## config.mk

```make
export PLATFORM = sky130hd
export DESIGN_NAME = psu_prot_seq
export DESIGN_NICKNAME = d
export VERILOG_FILES = /design/src/rtl/psu_prot_pkg.sv /design/src/rtl/psu_fault_keeper.sv /design/src/rtl/psu_seq_fsm.sv /design/src/rtl/psu_prot_seq.sv
export SDC_FILE = /design/constraint.sdc
export NUM_CORES = 1
export LEC_CHECK = 0
export BUFFER_PORTS_ARGS = -buffer_cell sky130_fd_sc_hd__buf_2
export CORE_AREA = 10 10 47 49
export CTS_BUF_LIST = sky130_fd_sc_hd__clkbuf_8 sky130_fd_sc_hd__clkbuf_16
export CTS_CLUSTER_DIAMETER = 30
export CTS_CLUSTER_SIZE = 12
export DETAILED_ROUTE_END_ITERATION = 8
export DIE_AREA = 0 0 57 59
export GPL_TIMING_DRIVEN = 0
export SETUP_SLACK_MARGIN = 0.1
export SLEW_MARGIN = 25
export SYNTH_ARGS = -nofsm -noshare
export SYNTH_HDL_FRONTEND = slang
export SYNTH_HIERARCHICAL = 1
export SYNTH_SLANG_ARGS = --single-unit
```

## constraint.sdc

```tcl
create_clock -name clk -period 3 [get_ports clk]
set_clock_uncertainty 0.2 [all_clocks]
set_input_delay 0.15 -clock clk [delete_from_list [all_inputs] [get_ports clk]]
set_output_delay 0.15 -clock clk [all_outputs]
set_load 0.01 [all_outputs]
```

## src/rtl/psu_prot_pkg.sv

```systemverilog
// Shared types for the protection mode supply sequencer.
// Assumes: one clock domain, rail flags already synchronised upstream.
package psu_prot_pkg;

    // Sequencer states. Outputs are decoded from the state alone.
    typedef enum logic [1:0] {
        ST_CHARGE = 2'd0,   // charger on, no switching
        ST_RUN    = 2'd1,   // switching
        ST_HOLD   = 2'd2,   // fault stop, rail still above 11 V
        ST_SLOW   = 2'd3    // fault stop, rail below 11 V, reduced current
    } seq_state_t;

endpackage

```

## src/rtl/psu_fault_keeper.sv

```systemverilog
// Holds accepted fault requests until their own clear condition occurs.
// Auto-restart clears below the protected turn-off level; latch clears
// below the deep reset level. A latch request wins over a simultaneous
// auto-restart request. Requests arriving during a clear level are dropped.
// Assumes: requests are already qualified (filtered) by the caller.
module psu_fault_keeper (
    input  logic clk,
    input  logic rst_n,
    input  logic ar_req,
    input  logic latch_req,
    input  logic clr_ar_lvl,
    input  logic clr_latch_lvl,
    output logic ar_hold,
    output logic latch_hold
);

    logic ar_take;

    // Auto-restart accepted only when no latch request competes.
    always_comb begin
        ar_take = ar_req & ~latch_req;
    end

    // Sticky fault registers with clear-dominant update.
    always_ff @(posedge clk) begin
        if (!rst_n) begin
            ar_hold    <= 1'b0;
            latch_hold <= 1'b0;
        end else begin
            ar_hold    <= clr_ar_lvl    ? 1'b0 : (ar_hold | ar_take);
            latch_hold <= clr_latch_lvl ? 1'b0 : (latch_hold | latch_req);
        end
    end


    ar_clear_chk: assert property (@(posedge clk) disable iff (!rst_n)
        clr_ar_lvl |=> !ar_hold);


    latch_clear_chk: assert property (@(posedge clk) disable iff (!rst_n)
        clr_latch_lvl |=> !latch_hold);


    latch_priority_chk: assert property (@(posedge clk) disable iff (!rst_n)
        (ar_req && latch_req && !ar_hold && !clr_latch_lvl) |=> (latch_hold && !ar_hold));


    latch_sticky_chk: assert property (@(posedge clk) disable iff (!rst_n)
        (latch_hold && !clr_latch_lvl) |=> latch_hold);

endmodule

```

## src/rtl/psu_seq_fsm.sv

```systemverilog
// Supply sequencer state machine: normal lockout, fault hold, reduced
// current drain and charger cycling. All outputs are decoded from the
// registered state, so they change one clock after the deciding input.
// Assumes: rail flags are mutually consistent (a lower level implies the
// higher "below" flags) and fault holds come from psu_fault_keeper.
module psu_seq_fsm
    import psu_prot_pkg::*;
(
    input  logic clk,
    input  logic rst_n,
    input  logic rail_at_on,
    input  logic rail_lt_prot,
    input  logic rail_lt_restart,
    input  logic rail_lt_uvlo,
    input  logic fault_any,
    input  logic latch_hold,
    output logic gate_en,
    output logic charger_en,
    output logic low_iq_req
);

    seq_state_t state_q;
    seq_state_t state_d;

    // Next-state selection from rail flags and held faults.
    always_comb begin
        state_d = state_q;
        unique case (state_q)
            ST_CHARGE: begin
                if (rail_at_on) begin
                    state_d = latch_hold ? ST_HOLD : ST_RUN;
                end
            end
            ST_RUN: begin
                if (fault_any) begin
                    state_d = rail_lt_restart ? ST_CHARGE
                            : (rail_lt_prot ? ST_SLOW : ST_HOLD);
                end else if (rail_lt_uvlo) begin
                    state_d = ST_CHARGE;
                end
            end
            ST_HOLD: begin
                if (rail_lt_restart) begin
                    state_d = ST_CHARGE;
                end else if (rail_lt_prot) begin
                    state_d = ST_SLOW;
                end
            end
            ST_SLOW: begin
                if (rail_lt_restart) begin
                    state_d = ST_CHARGE;
                end
            end
            default: state_d = ST_CHARGE;
        endcase
    end

    // State register; reset starts charging.
    always_ff @(posedge clk) begin
        if (!rst_n) begin
            state_q <= ST_CHARGE;
        end else begin
            state_q <= state_d;
        end
    end

    // Moore output decode.
    always_comb begin
        gate_en    = (state_q == ST_RUN);
        charger_en = (state_q == ST_CHARGE);
        low_iq_req = (state_q == ST_SLOW);
    end


    fault_stop_chk: assert property (@(posedge clk) disable iff (!rst_n)
        (state_q == ST_RUN && fault_any) |=> !gate_en);


    uvlo_stop_chk: assert property (@(posedge clk) disable iff (!rst_n)
        (state_q == ST_RUN && rail_lt_uvlo) |=> charger_en);


    latch_no_run_chk: assert property (@(posedge clk) disable iff (!rst_n)
        (state_q == ST_CHARGE && latch_hold && rail_at_on) |=> (!gate_en && !charger_en));


    recharge_chk: assert property (@(posedge clk) disable iff (!rst_n)
        (state_q == ST_SLOW && rail_lt_restart) |=> (charger_en && !low_iq_req));


    no_fault_hold_chk: assert property (@(posedge clk) disable iff (!rst_n)
        (state_q == ST_RUN && !fault_any && !rail_lt_uvlo) |=> gate_en);

endmodule

```

## src/rtl/psu_prot_seq.sv

```systemverilog
// Top of the protection mode supply sequencer. Connects the fault keeper
// to the state machine and exposes the held fault flags.
// Assumes: all inputs synchronous to clk; rail flags from comparators
// with their own hysteresis.
module psu_prot_seq (
    input  logic clk,
    input  logic rst_n,
    input  logic rail_at_on,
    input  logic rail_lt_prot,
    input  logic rail_lt_restart,
    input  logic rail_lt_uvlo,
    input  logic rail_lt_reset,
    input  logic ar_req,
    input  logic latch_req,
    output logic gate_en,
    output logic charger_en,
    output logic low_iq_req,
    output logic ar_fault,
    output logic latch_fault
);

    logic ar_hold;
    logic latch_hold;
    logic fault_any;

    // Any held fault forces the protected behaviour.
    always_comb begin
        fault_any = ar_hold | latch_hold;
    end

    psu_fault_keeper u_keep (
        .clk           (clk),
        .rst_n         (rst_n),
        .ar_req        (ar_req),
        .latch_req     (latch_req),
        .clr_ar_lvl    (rail_lt_prot),
        .clr_latch_lvl (rail_lt_reset),
        .ar_hold       (ar_hold),
        .latch_hold    (latch_hold)
    );

    psu_seq_fsm u_fsm (
        .clk             (clk),
        .rst_n           (rst_n),
        .rail_at_on      (rail_at_on),
        .rail_lt_prot    (rail_lt_prot),
        .rail_lt_restart (rail_lt_restart),
        .rail_lt_uvlo    (rail_lt_uvlo),
        .fault_any       (fault_any),
        .latch_hold      (latch_hold),
        .gate_en         (gate_en),
        .charger_en      (charger_en),
        .low_iq_req      (low_iq_req)
    );

    // Fault flags are visible directly.
    always_comb begin
        ar_fault    = ar_hold;
        latch_fault = latch_hold;
    end


    gate_charger_excl_chk: assert property (@(posedge clk) disable iff (!rst_n)
        !(gate_en && charger_en));

endmodule

```

==> reports/summary.txt <==
period utilisation layout: 52.8%
Finish-stage setup viols: 0
Power Dens Cells: 567 nW/um^2
Area Growth Syn to Fin: 60.2%
fin crit period: 1.58 ns
setup ws final: 1.42 ns
# IOs: 14
most frequent cells in the layout: buf_2, nor2_1, dfxtp_1, clkbuf_8
CP Max Fanout: 5
Final Max Slew Viols: 0
Area after DPL: 312 um^2
Post-Syn Area per Cell: 8.39 um^2
DR iter-0 viols: 1
Num CTS Buffers: 3
PortBufs: 13
DR vias: 257
global-route wire length before repair: 1070 um
CTS Root Cell: clkbuf_8
Worst R2R Start: u_keep/latch_hold$_SDFF_PP0_
combinational power share: 16.6%
H-tree depth: 1
number of global-route vias before repair: 261
die extent in x: 57 um
clk slew on worst S/H paths: 0.03 ns
setup TNS: 0 ns
WP data arrival: 1.54 ns
Reg2Reg Depth: 4
ANT cells: 0
synthesized instance count: 27
Least-Margin Pin Slew: 0.233 ns
gr usage total: 4.23%
Switch Pwr: 44.7 uW
Synth warnings: 6
Placeable Area: 1400 um^2
Clock Path Buffers: 2
Final Instance Area: 363 um^2
R2R Setup Slk: 1.42 ns
register area share after synthesis: 35.4%
commonest non-fill, non-tap cell in the layout: buf_2
Layout Nets: 55
PnR Total Power: 206 uW
worst slack, placed: 1.40 ns
Clock power frac: 53.7%
Setup crit end: u_fsm/state_q[0]$_SDFFE_PN0P_
Relative slew margins: 84.5%
Reg area: 80.1 um^2
Placer Congestion: 0.682
DRC: 0
grt total ovfl: 0
FF-to-FF End: u_fsm/state_q[0]$_SDFFE_PN0P_
Routed wire per std cell: 10.5 um
Multi-input gate area: 138 um^2
P_leak: 0.183 nW
antenna-violating nets left: 0
Sequential Power Share: 29.6%
critical path launch point: u_keep/latch_hold$_SDFF_PP0_
clk sink count: 4
RSZ-0062 raised after global routing: no
crit end category: flip-flop
detailed-route wire length: 632 um
Synth cell types: 17
crit path kind: reg -> reg
drt first pass iters: 2
FF+latch count, synth: 4
Net Count, Synth: 36
Starting Density: 16.2%
share of layout cells above drive strength 1: 43.2%
Sw Share: 21.7%
max_cap viols: 0
Hold Vio Cnt, Final: 0
path category of the worst min-delay check: in -> reg
status: completed
VDD IR max: 0.000346 V
Skew-Pair Late Insertion Delay: 0.21 ns
largest net degree at the start of global routing: 10
internal power: 161 uW
DR vias/cell: 4.28
Cell Area, Synth: 226 um^2
fmax: 0.631 GHz
Die H: 59 um
FP Rows: 14
Fillers: 170
Worst Path Required: 2.96 ns
full die area: 3360 um^2
Startpoint Class: flip-flop
initial antenna violation count: 0
CTS tree: yes
==> logic make-up (layout without fill, tap and decap cells) <==
family          count (synthesis)  after routing  synth area share (%)
simple gates                   13             13                  34.3
compound gates                  8              8                  26.5
flops                           4              4                  35.4
buf+inv                         2             19                  3.86
==> area by class of cell <==
| class | instances | share of cell area [%] |
|---|---|---|
| Multi-Input combinational cell | 21 | 37.9 |
| Sequential cell | 4 | 22.1 |
| Timing Repair Buffer | 14 | 20.7 |
| Clock buffer | 3 | 11.4 |
| Tap cell | 16 | 5.52 |
| Buffer | 1 | 1.38 |
| Inverter | 1 | 1.03 |
==> cell usage after synthesis <==
| cell type | count | share of area [%] |
|---|---|---|
| nor2b_1 | 2 | 5.5 |
| or3b_1 | 1 | 3.9 |
| inv_1 | 1 | 1.7 |
| a31oi_1 | 1 | 2.8 |
| nor2_1 | 4 | 6.6 |
| a2bb2oi_1 | 1 | 3.9 |
| a21oi_1 | 2 | 4.4 |
| o21ai_1 | 1 | 2.2 |
| o221a_1 | 1 | 5.0 |
| a21oi_2 | 1 | 3.9 |
| nor3b_1 | 2 | 6.6 |
| or2_1 | 2 | 5.5 |
| and2_2 | 1 | 3.3 |
| or3_1 | 1 | 2.8 |
| dfxtp_1 | 4 | 35 |
| buf_2 | 1 | 2.2 |
| o211a_1 | 1 | 4.4 |
==> metal layers <==
| layer | global-route usage [%] | part of all wire (%) | wire length [um] | up-vias |
|---|---|---|---|---|
| met3 | 5.36 | 13 | 83 | 0 |
| met5 | 0 | 0 | 0 | - |
| met2 | 6.82 | 51 | 325 | 10 |
| li1 | - | - | - | 130 |
| met4 | 1.01 | 0 | 0 | 0 |
| met1 | 3.08 | 35 | 223 | 117 |
==> timing repair <==
item	4_1_cts	5_1_grt
gates resized for setup	0	0
hold endpoints to repair	1	0
buffers inserted	0	0
hold buffers	1	0
==> worst max-delay path, cell delays in order, from the launching register on <==
cell	delay [ns]
dfxtp_1	0.33
or2_1	0.26
or3b_1	0.39
a21oi_2	0.17
o221a_1	0.18
==> flip-flops by register name (all words and copies together) (netlist names) <==
name and flops:
u_keep/ar_hold 1, u_keep/latch_hold 1, u_fsm/state_q 2
==> power by group through the flow <==
stage	clock (mW)	combinational (mW)	sequential, mW
2_1_floorplan	0	0.0202	0.0612
4_1_cts	0.116	0.0352	0.0610
3_3_place_gp	0	0.0338	0.0616
3_5_place_dp	0	0.0342	0.0617
5_1_grt	0.122	0.0383	0.0617
6_report	0.111	0.0342	0.0609
==> worst min-delay path by stage <==
stage / cells after the start / from / slack [ns] / endpoint
5_1_grt: 2 / rst_n / 0.003 / u_keep/ar_hold$_SDFF_PP0_
6_report: 2 / rst_n / 0.007 / u_keep/ar_hold$_SDFF_PP0_
4_1_cts: 2 / rst_n / 0.005 / u_keep/ar_hold$_SDFF_PP0_
3_3_place_gp: 2 / rail_lt_reset / 0.12 / u_keep/latch_hold$_SDFF_PP0_
2_1_floorplan: 1 / rail_lt_reset / 0.03 / u_keep/latch_hold$_SDFF_PP0_
3_5_place_dp: 2 / rail_lt_reset / 0.11 / u_keep/latch_hold$_SDFF_PP0_
==> through the flow <==
| step | util [%] | hold WS, ns | instances |
|---|---|---|---|
| after floorplan | - | 0.0261 | 27 |
| after CTS | 25.9 | 0.00534 | 60 |
| after detailed placement | 22.2 | 0.114 | 56 |
| final | 25.9 | 0.00653 | 60 |
| after global placement | 22.2 | 0.116 | 56 |
| after global routing | 25.9 | 0.00294 | 60 |
Note: power is estimated with default switching activity, not from simulation.
